<file path="src/rtl/hmac_pkg.sv">
// Shared constants and the decoded-instruction record for the halfword MAC.
// Assumes 16 architectural registers, so every index is 4 bits wide.
package hmac_pkg;

    localparam int IDX_W = 4;
    localparam logic [IDX_W-1:0] IDX_RESERVED = 4'hF;

    // Fixed-width encoding: opcode byte and the forbidden condition value
    localparam logic [7:0]  WIDE_OPC   = 8'h10;
    localparam logic [3:0]  WIDE_NOCND = 4'hF;
    // Halfword-pair encoding: leading 12 bits of the first halfword
    localparam logic [11:0] PAIR_OPC   = 12'hFB1;

    typedef struct packed {
        logic [IDX_W-1:0] dst;
        logic [IDX_W-1:0] src1;
        logic [IDX_W-1:0] src2;
        logic [IDX_W-1:0] addi;
        logic             hi1;      // take upper half of first source
        logic             hi2;      // take upper half of second source
        logic             other;    // word is not this operation
        logic             illegal;  // forbidden register 15 usage
    } dec_t;

endpackage

</file>
<file path="src/rtl/hmac_decode.sv">
// Field decoder for both encodings of the halfword multiply-accumulate.
// Purely combinational. Assumes the caller qualifies the result with its
// own valid strobe; the outputs are meaningful only when a word is present.
module hmac_decode
    import hmac_pkg::*;
(
    input  logic        enc_pair,
    input  logic [31:0] insn,
    output dec_t        dec
);

    logic wide_hit;
    logic pair_hit;
    logic bad_reg;

    // Recognise the fixed bits of each encoding
    always_comb begin
        wide_hit = (insn[31:28] != WIDE_NOCND) && (insn[27:20] == WIDE_OPC)
                   && insn[7] && !insn[4];
        pair_hit = (insn[31:20] == PAIR_OPC) && (insn[7:6] == 2'b00);
    end

    // Extract indices and select bits, then classify the word
    always_comb begin
        if (enc_pair) begin
            dec.src1 = insn[19:16];
            dec.addi = insn[15:12];
            dec.dst  = insn[11:8];
            dec.src2 = insn[3:0];
            dec.hi1  = insn[5];
            dec.hi2  = insn[4];
            dec.other = !pair_hit || (insn[15:12] == IDX_RESERVED);
            bad_reg  = (insn[11:8] == IDX_RESERVED) || (insn[19:16] == IDX_RESERVED)
                       || (insn[3:0] == IDX_RESERVED);
        end else begin
            dec.dst  = insn[19:16];
            dec.addi = insn[15:12];
            dec.src2 = insn[11:8];
            dec.src1 = insn[3:0];
            dec.hi2  = insn[6];
            dec.hi1  = insn[5];
            dec.other = !wide_hit;
            bad_reg  = (insn[19:16] == IDX_RESERVED) || (insn[15:12] == IDX_RESERVED)
                       || (insn[11:8] == IDX_RESERVED) || (insn[3:0] == IDX_RESERVED);
        end
        dec.illegal = !dec.other && bad_reg;
    end

endmodule

</file>
<file path="src/rtl/hmac_mac.sv">
// Signed halfword multiply followed by a 32-bit signed accumulate.
// Combinational. Assumes DATA_W is even; the product of two HALF_W operands
// always fits in DATA_W bits, so only the addition is checked for overflow.
module hmac_mac #(
    parameter int DATA_W = 32
) (
    input  logic [DATA_W-1:0] src1,
    input  logic [DATA_W-1:0] src2,
    input  logic [DATA_W-1:0] addend,
    input  logic              hi1,
    input  logic              hi2,
    output logic [DATA_W-1:0] sum,
    output logic              ovf
);

    localparam int HALF_W = DATA_W / 2;

    logic        [DATA_W-1:0] word [2];
    logic                     pick [2];
    logic signed [HALF_W-1:0] opnd [2];
    logic signed [DATA_W-1:0] prod;
    logic signed [DATA_W:0]   wide_sum;

    // Gather the two sources so one generate loop picks both halves
    always_comb begin
        word[0] = src1;
        word[1] = src2;
        pick[0] = hi1;
        pick[1] = hi2;
    end

    for (genvar g = 0; g < 2; g++) begin : g_half
        assign opnd[g] = pick[g] ? word[g][DATA_W-1:HALF_W] : word[g][HALF_W-1:0];
    end

    // Product, sign-extended sum one bit wider, overflow when top two bits differ
    always_comb begin
        prod     = DATA_W'(opnd[0]) * DATA_W'(opnd[1]);
        prod     = opnd[0] * opnd[1];
        wide_sum = {prod[DATA_W-1], prod} + {addend[DATA_W-1], addend};
        sum      = wide_sum[DATA_W-1:0];
        ovf      = wide_sum[DATA_W] ^ wide_sum[DATA_W-1];
    end

endmodule

</file>
<file path="src/rtl/hmac_sticky.sv">
// Sticky saturation flag: set by an overflow event, cleared by request.
// A set and a clear in the same cycle leave the flag at 1.
module hmac_sticky (
    input  logic clk,
    input  logic rst_n,
    input  logic set,
    input  logic clr,
    output logic q
);

    // Hold, clear, or set the flag; set has priority
    always_ff @(posedge clk) begin
        if (!rst_n) q <= 1'b0;
        else        q <= (q & ~clr) | set;
    end

    assert_sticky_hold_R4: assert property (@(posedge clk) disable iff (!rst_n)
        (q && !clr) |=> q);
    assert_clear_R5: assert property (@(posedge clk) disable iff (!rst_n)
        (clr && !set) |=> !q);
    assert_set_wins_R5: assert property (@(posedge clk) disable iff (!rst_n)
        set |=> q);

endmodule

</file>
<file path="src/rtl/hmac_unit.sv">
// Halfword signed multiply-accumulate execution unit.
// Decodes either encoding, reads three operands through the register-file
// read port, and registers the write-back one cycle after in_valid.
// Assumes the register file answers reads combinationally and that
// condition evaluation happens upstream and arrives as in_cond_pass.
module hmac_unit
    import hmac_pkg::*;
#(
    parameter int DATA_W = 32
) (
    input  logic              clk,
    input  logic              rst_n,
    input  logic              in_valid,
    input  logic              in_enc,
    input  logic [31:0]       in_insn,
    input  logic              in_cond_pass,
    input  logic              sat_clear,
    output logic [IDX_W-1:0]  src1_idx,
    output logic [IDX_W-1:0]  src2_idx,
    output logic [IDX_W-1:0]  add_idx,
    input  logic [DATA_W-1:0] src1_data,
    input  logic [DATA_W-1:0] src2_data,
    input  logic [DATA_W-1:0] add_data,
    output logic              res_valid,
    output logic              res_wen,
    output logic [IDX_W-1:0]  res_idx,
    output logic [DATA_W-1:0] res_data,
    output logic              res_illegal,
    output logic              res_other,
    output logic              sat_flag
);

    dec_t              dec;
    logic [DATA_W-1:0] mac_sum;
    logic              mac_ovf;
    logic              accept;

    hmac_decode u_decode (
        .enc_pair (in_enc),
        .insn     (in_insn),
        .dec      (dec)
    );

    assign src1_idx = dec.src1;
    assign src2_idx = dec.src2;
    assign add_idx  = dec.addi;

    hmac_mac #(.DATA_W(DATA_W)) u_mac (
        .src1   (src1_data),
        .src2   (src2_data),
        .addend (add_data),
        .hi1    (dec.hi1),
        .hi2    (dec.hi2),
        .sum    (mac_sum),
        .ovf    (mac_ovf)
    );

    // An instruction takes effect only if legal, ours and condition-passed
    assign accept = in_valid && in_cond_pass && !dec.other && !dec.illegal;

    hmac_sticky u_sticky (
        .clk   (clk),
        .rst_n (rst_n),
        .set   (accept && mac_ovf),
        .clr   (sat_clear),
        .q     (sat_flag)
    );

    // Register the write-back and status one cycle after the instruction
    always_ff @(posedge clk) begin
        if (!rst_n) begin
            res_valid   <= 1'b0;
            res_wen     <= 1'b0;
            res_idx     <= '0;
            res_data    <= '0;
            res_illegal <= 1'b0;
            res_other   <= 1'b0;
        end else begin
            res_valid   <= in_valid;
            res_wen     <= accept;
            res_idx     <= dec.dst;
            res_data    <= mac_sum;
            res_illegal <= in_valid && dec.illegal;
            res_other   <= in_valid && dec.other;
        end
    end

    assert_no_wen_illegal_R10: assert property (@(posedge clk) disable iff (!rst_n)
        res_wen |-> (!res_illegal && !res_other && res_valid));
    assert_wen_cond_R6: assert property (@(posedge clk) disable iff (!rst_n)
        res_wen |-> $past(in_cond_pass));
    assert_flag_rise_R6: assert property (@(posedge clk) disable iff (!rst_n)
        $rose(sat_flag) |-> $past(in_valid && in_cond_pass));

endmodule

</file>
<file path="config.mk">
export PLATFORM = sky130hd
export DESIGN_NAME = hmac_unit
export DESIGN_NICKNAME = d
export VERILOG_FILES = /design/src/rtl/hmac_pkg.sv /design/src/rtl/hmac_decode.sv /design/src/rtl/hmac_mac.sv /design/src/rtl/hmac_sticky.sv /design/src/rtl/hmac_unit.sv
export SDC_FILE = /design/constraint.sdc
export NUM_CORES = 1
export LEC_CHECK = 0
export BUFFER_PORTS_ARGS = -buffer_cell sky130_fd_sc_hd__buf_2
export CAP_MARGIN = 40
export CORE_AREA = 10 10 201 165
export CTS_BUF_LIST = sky130_fd_sc_hd__clkbuf_4
export CTS_CLUSTER_SIZE = 20
export DETAILED_ROUTE_END_ITERATION = 12
export DIE_AREA = 0 0 211 175
export HOLD_SLACK_MARGIN = 0.03
export PLACE_DENSITY = 0.66
export SLEW_MARGIN = 25
export SYNTH_ARGS = -nofsm -noshare
export SYNTH_HDL_FRONTEND = slang
export SYNTH_HIERARCHICAL = 1
export SYNTH_SLANG_ARGS = --single-unit
</file>
<file path="constraint.sdc">
create_clock -name clk -period 9.2 [get_ports clk]
set_input_delay 0.92 -clock clk [delete_from_list [all_inputs] [get_ports clk]]
set_output_delay 0.92 -clock clk [all_outputs]
set_load 0.03 [all_outputs]
</file>
Word-level counts from Yosys, hierarchy flattened
Cells that the tools add are included.
{ "totals": {"register_bits": 41} }
{ "op_classes": {"n_addsub": 1, "n_mul": 1, "eq_ne": 7, "n_mux": 4, "bitwise": 4, "n_reduce_logical": 23} }
{ "ops": {"columns": ["operator", "n"], "rows": [
  ["$add A32 B32 Y33", 1],
  ["$mul A16 B16 Y32", 1],
  ["$mux W16", 2],
  ["$mux W19", 1],
  ["$eq A4 B4 Y1 const B", 4],
  ["$eq A12 B12 Y1 const B", 1],
  ["$logic_and A1 B1 Y1", 11],
  ["$eq A8 B5 Y1 const B", 1],
  ["$logic_or A1 B1 Y1", 6],
  ["$logic_not A1 Y1", 5],
  ["$ne A4 B4 Y1 const B", 1],
  ["$logic_not A2 Y1", 1],
  ["$and A1 B1 Y1", 1],
  ["$mux W1", 1],
  ["$not A1 Y1", 1],
  ["$or A1 B1 Y1", 1],
  ["$xor A1 B1 Y1", 1]
]} }

Depth between registers and ports, before layout
Gate-level depths: netlist of the first run.
{ "logic_depth": {"ltp_word": 12, "depth_mapped": 32, "mapped_depth_nobuf": 27} }

By module
Netlist of the first run, hierarchy kept.
{ "modules_own_cells": {"columns": ["mod", "instances", "cells_each", "area_per_inst_um2", "seq_area_each_um2"], "rows": [
  ["hmac_mac", 1, 1276, 11471.0, 0.0],
  ["hmac_unit", 1, 86, 1092.3, 800.8],
  ["hmac_decode", 1, 35, 315.3, 0.0],
  ["hmac_sticky", 1, 3, 41.3, 20.0]
]} }

Worst setup path before layout of the first run
No wires, ideal clock.
{ "synth_timing": {"path_kind": "in2reg", "start": "input in_enc", "end": "register u_sticky.q", "t_arrival_ns": 8.598, "required_time_ns": 9.085, "setup_slack_ns": 0.488, "cell_stages": 30, "path_cell_list": "buf_6 buf_2 mux2_2 clkbuf_1 buf_1 mux2_2 nand2_1 inv_1 fa_1 inv_1 fa_1 inv_1 fa_1 fa_1 fa_1 inv_1 fa_1 inv_1 ha_1 clkbuf_1 a21o_1 a31o_2 a21oi_1 o31ai_4 a21oi_2 o21ai_2 xor2_2 xnor3_1 and2_1 o21a_1"} }
{ "synth_rtl": {"columns": ["item", "line", "text"], "rows": [
  ["start: declaration", "hmac_unit.sv:14", "input logic in_enc,"],
  ["end signal: assignment", "hmac_sticky.sv:14", "else q <= (q & ~clr) | set;"],
  ["end: declaration", "hmac_sticky.sv:8", "output logic q"]
]} }

==> impl_metrics.py, run 1 <==
metrics = {
    "run_status": {
        "status": "finished, final reports clean",
    },
    "clocking": {
        "clkTransAtPathRegs_ps": 130,
        "cts_resized": 0,
        "total_cts_buffers": 5,
        "cts_setup_buffers": 0,
        "clockBufferDepth": 2,
        "htreeDepth": 2,
        "tritoncts_num_sinks": 41,
        "tritoncts": "yes",
        "clock_tree.root_cell": "sky130_fd_sc_hd__clkbuf_4",
        "holdBufCountCts": 0,
        "worstSkewPairLatency_ps": 350,
    },
    "yosys": {
        "yosys_register_bits": 41,
        "ys_top_cells_by_area": "sky130_fd_sc_hd__fa_1 46%, sky130_fd_sc_hd__inv_1 11%, sky130_fd_sc_hd__ha_1 9.8%, sky130_fd_sc_hd__dfxtp_1 6.4%, sky130_fd_sc_hd__nand2_1 4.1%",
        "asyncSetResetFlopFracSynth_pct": 0,
        "avgSynthCellArea_sq_um": 9.23,
        "area_of_the_mapped_netlist_sq_um": 12900,
        "synth-warning-count": 6,
        "edff_count_synth": 0,
        "sequential_element_share_of_the_synthesized_area_pct": 6.35,
        "synth_top_cell_area_share_pct": 46.3,
        "synth-main-ff-cell": "sky130_fd_sc_hd__dfxtp_1",
        "synthDistinctLibCells": 64,
        "synth_top_area_cell": "sky130_fd_sc_hd__fa_1",
        "syn_inst": 1400,
        "postSynthNetCount": 1934,
    },
    "sta": {
        "timing.final.hold_violations": 0,
        "fin_worst_hold_slack_ps": 583,
        "final_critical_path_setup_slack_ps": 879,
        "finalWorstPathRequiredPeriod_ps": 8320,
        "setup-tns-final_ps": 0,
        "slew-limit-headroom_pct": 40.0,
        "clock_skew_ps": 0,
        "achievable-frequency_mhz": 120,
        "finalSetupViolations": 0,
        "unrepaired_setup_endpoints_after_global_routing": "false",
        "report.final.slew_viol_count": 0,
        "timing_worst_slew_pin_value_ps": 875,
        "min_period_over_period_pct": 90.4,
    },
    "die": {
        "die_h_microns": 175,
        "start_util_pct": 44.5,
        "dieWidth_microns": 211,
        "design.portCount": 187,
        "row_count": 56,
        "floorplan.die_area_sq_um": 36900,
        "core_area_sq_um": 29000,
    },
    "placement": {
        "dp.final_hpwl_mm": 29.6,
        "post_dp_cell_area_sq_um": 14300,
        "preCtsSetupSlack_ps": 471,
        "numPortBuffers": 186,
        "place_congestion": 0.916,
    },
    "setup_path": {
        "worst-path-max-fanout": 18,
        "end_kind": "flop",
        "critical_path_required_ps": 9470,
        "worst_path_largest_cell_delay_ps": 740,
        "worstPathArrival_ps": 8590,
        "critPathBufInv": 7,
        "worst_path_most_repeated_cell": "sky130_fd_sc_hd__fa_1",
        "critPathKind": "primary input to flop",
        "worst_path_dominant_cell_family": "adder cells",
        "timing.critical_path.from_type": "primary input",
        "cp_slowest_cell": "sky130_fd_sc_hd__fa_1",
    },
    "global_route": {
        "grt-ovfl-total": 0,
        "global_route.usage.total_pct": 18.9,
        "grt_max_degree": 42,
        "grt_pass1_wl_mm": 55.3,
        "antenna_found_initial": 1,
        "grt_pass1_vias": 10800,
    },
    "detailed_routing": {
        "routedWlPerCell_microns": 17.0,
        "detailedRoute.firstIterationViolations": 476,
        "drcViolationCount": 0,
        "drt_pass1_iterations": 5,
        "total_wirelength_of_the_detailed_routed_design_mm": 33.2,
        "dr_total_vias": 9750,
        "antenna_violating_nets_post_route": 0,
        "post_drt_via_cell_ratio": 4.99,
    },
    "cells_and_area": {
        "nNetsFinal": 2108,
        "drive_above_1_share_pct": 17.5,
        "final_cell_area_sq_um": 14400,
        "layout-area-overhead-vs-synth_pct": 11.2,
    },
    "job": {
        "maxcap_violations": 0,
    },
    "worst_hold_path": {
        "min_path_type": "flop to flop",
    },
}
==> final timing paths <==
path	startpoint	to	slack [ps]	depth (start not counted)
setup / recovery	in_enc	u_sticky/q$_SDFF_PN0_	880	27
hold / removal	u_sticky/q$_SDFF_PN0_	u_sticky/q$_SDFF_PN0_	580	2
setup reg to reg	u_sticky/q$_SDFF_PN0_	u_sticky/q$_SDFF_PN0_	8520	2
hold reg to reg	u_sticky/q$_SDFF_PN0_	u_sticky/q$_SDFF_PN0_	580	2
==> area by class of cell <==
| cell class | count | area, sq um |
|---|---|---|
| Fill cell | 2810 | 14600 |
| Clock buffer | 6 | 45.0 |
| Inverter | 364 | 1370 |
| Tap cell | 377 | 472 |
| Clock inverter | 2 | 15.0 |
| Antenna cell | 1 | 2.50 |
| Sequential cell | 41 | 821 |
| Multi-Input combinational cell | 952 | 10500 |
| Timing Repair Buffer | 210 | 1110 |
==> synthesized netlist by cell type (2+ instances only) <==
cell type                   instances
sky130_fd_sc_hd__clkbuf_1          25
sky130_fd_sc_hd__dfxtp_1           41
sky130_fd_sc_hd__a2111o_1           2
sky130_fd_sc_hd__a21boi_1           3
sky130_fd_sc_hd__nand2b_1           8
sky130_fd_sc_hd__o211a_1            2
sky130_fd_sc_hd__and2_1            42
sky130_fd_sc_hd__o21ai_0           11
sky130_fd_sc_hd__nor2_1           141
sky130_fd_sc_hd__nand4_1            8
sky130_fd_sc_hd__xnor2_1           29
sky130_fd_sc_hd__nand3_1            6
sky130_fd_sc_hd__mux2_2            42
sky130_fd_sc_hd__o2111ai_1          2
sky130_fd_sc_hd__xor2_1             4
sky130_fd_sc_hd__fa_1             299
sky130_fd_sc_hd__o21ai_1            4
sky130_fd_sc_hd__clkbuf_2           3
sky130_fd_sc_hd__nor4_1             2
sky130_fd_sc_hd__and3_1             4
sky130_fd_sc_hd__buf_2              2
sky130_fd_sc_hd__or2b_1             2
sky130_fd_sc_hd__o21a_1             6
sky130_fd_sc_hd__nand2_1          141
sky130_fd_sc_hd__buf_1              4
sky130_fd_sc_hd__a31o_2             2
sky130_fd_sc_hd__mux2i_1           29
sky130_fd_sc_hd__buf_4              8
sky130_fd_sc_hd__ha_1             101
sky130_fd_sc_hd__a21oi_1           23
sky130_fd_sc_hd__a21o_1             8
sky130_fd_sc_hd__inv_1            364
==> kinds of logic after synthesis <==
family	Yosys count	share of synthesized area [%]
buffers and inverters	407	12.2
adder cells (fa/ha/maj)	400	56.1
XOR/XNOR	35	2.54
AND/OR/NAND/NOR	366	12.5
AO/OA/AOI/OAI	80	4.40
multiplexers	71	5.91
flip-flops	41	6.35
==> cells in the final DEF (no fill, tap or decap), types with 3 or more instances in the layout <==
master and count:
sky130_fd_sc_hd__a21boi_1 3, sky130_fd_sc_hd__a21o_1 8, sky130_fd_sc_hd__a21oi_1 23, sky130_fd_sc_hd__and2_1 42, sky130_fd_sc_hd__and3_1 4, sky130_fd_sc_hd__buf_2 187, sky130_fd_sc_hd__buf_4 22, sky130_fd_sc_hd__clkbuf_4 6
sky130_fd_sc_hd__dfxtp_1 41, sky130_fd_sc_hd__fa_1 299, sky130_fd_sc_hd__ha_1 101, sky130_fd_sc_hd__inv_1 364, sky130_fd_sc_hd__mux2_2 42, sky130_fd_sc_hd__mux2i_1 29, sky130_fd_sc_hd__nand2_1 141, sky130_fd_sc_hd__nand2b_1 8
sky130_fd_sc_hd__nand3_1 6, sky130_fd_sc_hd__nand4_1 8, sky130_fd_sc_hd__nor2_1 141, sky130_fd_sc_hd__o21a_1 6, sky130_fd_sc_hd__o21ai_0 11, sky130_fd_sc_hd__o21ai_1 4, sky130_fd_sc_hd__xnor2_1 29, sky130_fd_sc_hd__xor2_1 4
==> registers in the layout (all words and copies together), names as in the netlist <==
name         cells
res_data        32
res_idx          4
res_illegal      1
res_other        1
res_valid        1
res_wen          1
u_sticky/q       1
==> routing by layer <==
metal  global-route usage, %  vias to the layer above  share of wire (%)
li1                        -                     4492                  -
met1                    21.9                     4907                 38
met2                    34.4                      301                 52
met3                    4.26                       50                7.9
met4                    4.37                        0                2.4
met5                       0                        -                  0
==> worst reg2reg max path, delay by kind of cell (launching register included) <==
family | cells | cell delay [ps]
flops | 1 | 330
compound gates | 1 | 150
simple gates | 1 | 110
==> through the flow <==
stage          util, %  cells
2_1_floorplan        -   1400
3_3_place_gp      49.2   1942
3_5_place_dp      49.2   1942
4_1_cts           49.4   1950
5_1_grt           49.5   1953
6_report          49.5   1953
Power of run 1 is left out: the tool's default activity adds up to more than one toggle a clock period on the data nets, which glitch-free logic cannot reach.
==> run 2: changes to the inputs <==
Settings changed: CELL_PAD_IN_SITES_DETAIL_PLACEMENT from default to 0, CELL_PAD_IN_SITES_GLOBAL_PLACEMENT from default to 1, CORE_AREA 10 10 201 165 to 10 10 208 170, DIE_AREA 0 0 211 175 to 0 0 218 180, PLACE_DENSITY 0.66 to 0.78.
==> run 2 against run 1 <==
  * Design area increased by 0.71%
  * Clock skew unchanged
  * Non-clock buffer count increased by 3
  * Largest cell class unchanged
==> impl_metrics.py, run 2 (synthesis results as in run 1) <==
metrics = {
    "run_status": {
        "status": "finished, final reports clean",
    },
    "cells_and_area": {
        "drive_above_1_share_pct": 17.6,
        "layout.cells.most_common_list": "364 x sky130_fd_sc_hd__inv_1, 299 x sky130_fd_sc_hd__fa_1, 186 x sky130_fd_sc_hd__buf_2",
        "nNetsFinal": 2111,
        "final_common_cell": "sky130_fd_sc_hd__inv_1",
        "max_reg_flops": 32,
        "top_regs": "res_data x32, res_idx x4",
        "registers.top_by_ff_count": "res_data",
        "layout-area-overhead-vs-synth_pct": 11.9,
    },
    "clocking": {
        "total_cts_buffers": 5,
        "clock_tree.root_cell": "sky130_fd_sc_hd__clkbuf_4",
        "cts_resized": 0,
        "cts_setup_buffers": 0,
        "tritoncts": "yes",
        "holdBufCountCts": 0,
        "tritoncts_num_sinks": 41,
        "worstSkewPairLatency_ps": 360,
        "htreeDepth": 2,
        "clockBufferDepth": 2,
        "clkTransAtPathRegs_ps": 130,
    },
    "die": {
        "floorplan.die_area_sq_um": 39200,
        "dieWidth_microns": 218,
        "core_area_sq_um": 31200,
        "die_h_microns": 180,
        "start_util_pct": 41.4,
        "design.portCount": 187,
        "row_count": 58,
    },
    "worst_hold_path": {
        "min_path_type": "flop to flop",
    },
    "global_route": {
        "grt_pass1_wl_mm": 56.7,
        "grt-ovfl-total": 0,
        "antenna_found_initial": 1,
        "grt_max_degree": 42,
        "global_route.usage.total_pct": 18.2,
        "grt_pass1_vias": 10900,
    },
    "sta": {
        "finalSetupViolations": 0,
        "timing.final.hold_violations": 0,
        "achievable-frequency_mhz": 120,
        "timing_worst_slew_pin_value_ps": 861,
        "clock_skew_ps": 0,
        "finalWorstPathRequiredPeriod_ps": 8310,
        "report.final.slew_viol_count": 0,
        "min_period_over_period_pct": 90.3,
        "unrepaired_setup_endpoints_after_global_routing": "false",
        "setup-tns-final_ps": 0,
        "slew-limit-headroom_pct": 40.9,
    },
    "job": {
        "maxcap_violations": 0,
    },
    "detailed_routing": {
        "drcViolationCount": 0,
        "dr_total_vias": 9666,
        "detailedRoute.firstIterationViolations": 482,
        "drt_pass1_iterations": 5,
        "antenna_violating_nets_post_route": 0,
        "routedWlPerCell_microns": 17.3,
        "post_drt_via_cell_ratio": 4.84,
        "total_wirelength_of_the_detailed_routed_design_mm": 34.6,
    },
    "setup_path": {
        "end_kind": "flop",
        "critPathKind": "primary input to flop",
        "worst-path-max-fanout": 16,
        "timing.critical_path.from_type": "primary input",
        "critical_path_required_ps": 9480,
        "worstPathArrival_ps": 8590,
    },
    "placement": {
        "numPortBuffers": 186,
        "place_congestion": 0.909,
        "dp.final_hpwl_mm": 30.9,
    },
}
-- run 2: changes by cell type in the layout (fill, tap and decap cells not counted), sizes merged --
cell,change
bufinv,+1
clkbuf,-1
buf,+3
clkinv,+1
clkinvlp,-1
-- run 2: routing by layer --
layer  GRT usage (%)  part of all wire [%]  vias to the layer above
li1                -                     -                     4486
met1            21.8                    40                     4911
met2            33.9                    54                      247
met3            3.20                   5.8                       22
met4            1.86                  0.88                        0
met5               0                     0                        -
-- run 2: final cells by class --
class | count | area, sq um
Antenna cell | 1 | 2.50
Clock inverter | 3 | 41.3
Inverter | 364 | 1370
Tap cell | 420 | 526
Sequential cell | 41 | 821
Clock buffer | 5 | 37.5
Multi-Input combinational cell | 952 | 10500
Timing Repair Buffer | 213 | 1140
Fill cell | 3051 | 16700
-- run 2: final timing paths --
check / startpoint / endpoint / slack [ps] / depth (start not counted)
setup / recovery: in_enc / u_sticky/q$_SDFF_PN0_ / 890 / 26
hold reg to reg: u_sticky/q$_SDFF_PN0_ / u_sticky/q$_SDFF_PN0_ / 630 / 2
hold / removal: u_sticky/q$_SDFF_PN0_ / u_sticky/q$_SDFF_PN0_ / 630 / 2
setup reg to reg: u_sticky/q$_SDFF_PN0_ / u_sticky/q$_SDFF_PN0_ / 8490 / 2
-- run 2: critical path, cell delays in order --
cell and delay, ps:
sky130_fd_sc_hd__buf_2 290, sky130_fd_sc_hd__mux2_2 510, sky130_fd_sc_hd__mux2_2 480, sky130_fd_sc_hd__nand2_1 180, sky130_fd_sc_hd__inv_1 80, sky130_fd_sc_hd__fa_1 710, sky130_fd_sc_hd__inv_1 120, sky130_fd_sc_hd__fa_1 750
sky130_fd_sc_hd__inv_1 160, sky130_fd_sc_hd__fa_1 480, sky130_fd_sc_hd__fa_1 520, sky130_fd_sc_hd__fa_1 490, sky130_fd_sc_hd__inv_1 50, sky130_fd_sc_hd__fa_1 470, sky130_fd_sc_hd__inv_1 40, sky130_fd_sc_hd__ha_1 370
sky130_fd_sc_hd__a21o_1 200, sky130_fd_sc_hd__a31o_2 210, sky130_fd_sc_hd__a21oi_1 230, sky130_fd_sc_hd__o31ai_4 110, sky130_fd_sc_hd__a21oi_2 260, sky130_fd_sc_hd__o21ai_2 110, sky130_fd_sc_hd__xor2_2 140, sky130_fd_sc_hd__xnor3_1 380
sky130_fd_sc_hd__and2_1 140, sky130_fd_sc_hd__o21a_1 180
-- run 2: through the flow --
stage	instance area (sq um)	worst slack, ps	utilization, %	instances	hold WS [ps]
detailed placement	14400	461	46.0	1989	618
floorplan	12900	488	-	1400	743
finish	14500	889	46.3	1999	633
global route	14500	544	46.3	1999	678
CTS	14400	896	46.3	1997	656
global placement	14400	572	46.0	1989	609
Power of run 2 is left out for the same reason.
==> run 3: changes to the inputs <==
Settings changed: CORE_AREA 10 10 208 170 to 10 10 212 174, DIE_AREA 0 0 218 180 to 0 0 222 184, PLACE_DENSITY 0.78 to 0.75.
==> run 3 against run 2 <==
  * Sequential share of layout area about the same
  * Die area up 4.1%
  * Worst setup slack gained 82 ps
  * Global-route usage is 0.82 points lower
  * Design area about the same
  * Fmax up 0.99%
  * First-iteration DRC count rose by 17%
  * Worst hold slack worse by 32 ps
  * Cell count grew 0.35%
  * Clock-buffer cell count did not move
==> impl_metrics.py, run 3 (synthesis results as in run 1) <==
metrics = {
    "run_status": {
        "status": "finished, final reports clean",
    },
    "setup_path": {
        "worstPathArrival_ps": 8520,
        "worst_path_largest_cell_delay_ps": 720,
        "critical_path_required_ps": 9490,
        "worst_path_dominant_cell_family": "adder cells",
        "critPathBufInv": 6,
        "timing.critical_path.from_type": "primary input",
        "r2r_start": "u_sticky/q$_SDFF_PN0_",
        "worst_path_most_repeated_cell": "sky130_fd_sc_hd__fa_1",
        "r2r_slack_ps": 8510,
        "worst-path-max-fanout": 16,
        "crit_path_start": "in_enc",
        "critPathKind": "primary input to flop",
        "worstRegToRegCells": 2,
        "end_kind": "flop",
        "cp_slowest_cell": "sky130_fd_sc_hd__mux2i_1",
        "worstSetupPathDepth": 27,
    },
    "detailed_routing": {
        "detailedRoute.firstIterationViolations": 563,
        "drt_pass1_iterations": 6,
        "antenna_violating_nets_post_route": 0,
        "dr_total_vias": 9597,
        "drcViolationCount": 0,
        "routedWlPerCell_microns": 17.1,
        "total_wirelength_of_the_detailed_routed_design_mm": 34.4,
        "post_drt_via_cell_ratio": 4.78,
    },
    "clocking": {
        "cts_resized": 0,
        "holdBufCountCts": 0,
        "tritoncts_num_sinks": 41,
        "worstSkewPairLatency_ps": 380,
        "tritoncts": "yes",
        "cts_setup_buffers": 0,
        "clkTransAtPathRegs_ps": 140,
        "total_cts_buffers": 5,
        "clock_tree.root_cell": "sky130_fd_sc_hd__clkbuf_4",
        "htreeDepth": 2,
        "clockBufferDepth": 2,
    },
    "die": {
        "core_area_sq_um": 32300,
        "floorplan.die_area_sq_um": 40800,
        "row_count": 59,
        "design.portCount": 187,
        "die_h_microns": 184,
        "dieWidth_microns": 222,
        "start_util_pct": 40.0,
    },
    "sta": {
        "finalWorstPathRequiredPeriod_ps": 8230,
        "achievable-frequency_mhz": 122,
        "slew-limit-headroom_pct": 45.8,
        "timing.final.hold_violations": 0,
        "report.final.slew_viol_count": 0,
        "finalSetupViolations": 0,
        "timing_worst_slew_pin_value_ps": 790,
        "unrepaired_setup_endpoints_after_global_routing": "false",
        "min_period_over_period_pct": 89.5,
        "clock_skew_ps": 0,
        "setup-tns-final_ps": 0,
    },
    "worst_hold_path": {
        "min_path_type": "flop to flop",
        "hold_path_depth": 2,
        "hold_start": "u_sticky/q$_SDFF_PN0_",
    },
    "global_route": {
        "grt-ovfl-total": 0,
        "grt_max_degree": 42,
        "grt_pass1_wl_mm": 56.4,
        "grt_pass1_vias": 10800,
        "antenna_found_initial": 1,
        "global_route.usage.total_pct": 17.3,
    },
    "placement": {
        "place_congestion": 0.911,
        "dp.final_hpwl_mm": 30.6,
        "numPortBuffers": 186,
    },
    "cells_and_area": {
        "filler_cell_count": 3228,
        "final_common_cell": "sky130_fd_sc_hd__inv_1",
        "max_reg_flops": 32,
        "top_regs": "res_data x32, res_idx x4",
        "registers.top_by_ff_count": "res_data",
        "layout.cells.most_common_list": "364 x sky130_fd_sc_hd__inv_1, 299 x sky130_fd_sc_hd__fa_1, 186 x sky130_fd_sc_hd__buf_2",
        "nNetsFinal": 2112,
        "drive_above_1_share_pct": 17.7,
        "layout-area-overhead-vs-synth_pct": 12.0,
    },
    "job": {
        "maxcap_violations": 0,
    },
}
==> run 3: final timing paths <==
path                                         endpoint
worst max-delay path            u_sticky/q$_SDFF_PN0_
worst min-delay path            u_sticky/q$_SDFF_PN0_
worst max register to register  u_sticky/q$_SDFF_PN0_
worst min register to register  u_sticky/q$_SDFF_PN0_
==> run 3: stage by stage <==
stage,cell area (sq um),worst slack [ps],instances,utilization [%],hold WS [ps]
6_report,14500,970,2006,44.7,602
5_1_grt,14500,697,2006,44.7,646
4_1_cts,14400,1000,2002,44.7,608
3_5_place_dp,14400,604,1995,44.4,575
3_3_place_gp,14400,626,1995,44.4,568
2_1_floorplan,12900,488,1400,-,743
==> run 3: final cells by class <==
class,instances,area [sq um],area share [%]
inverters,364,1370,9.44
flip-flops and latches,41,821,5.67
clock buffers,5,37.5,0.259
well taps,427,534,3.69
clock inverters,2,35.0,0.242
repair buffers,214,1140,7.90
multi-input cells,952,10500,72.8
diodes,1,2.50,0.0173
==> run 3: tightest hold or removal path: cells and delay by family (launching register included) <==
family | cells | cell delay [ps]
flops | 1 | 350
simple gates | 1 | 130
compound gates | 1 | 100
==> run 3: routing by layer <==
layer / wire length, microns / GRT usage [%] / vias up / share of wire, %
li1: - / - / 4488 / -
met1: 14200 / 21.3 / 4826 / 41
met2: 17700 / 31.3 / 242 / 51
met3: 1740 / 2.88 / 41 / 5.1
met4: 711 / 3.69 / 0 / 2.1
met5: 0 / 0 / - / 0
Power of run 3 is left out for the same reason.
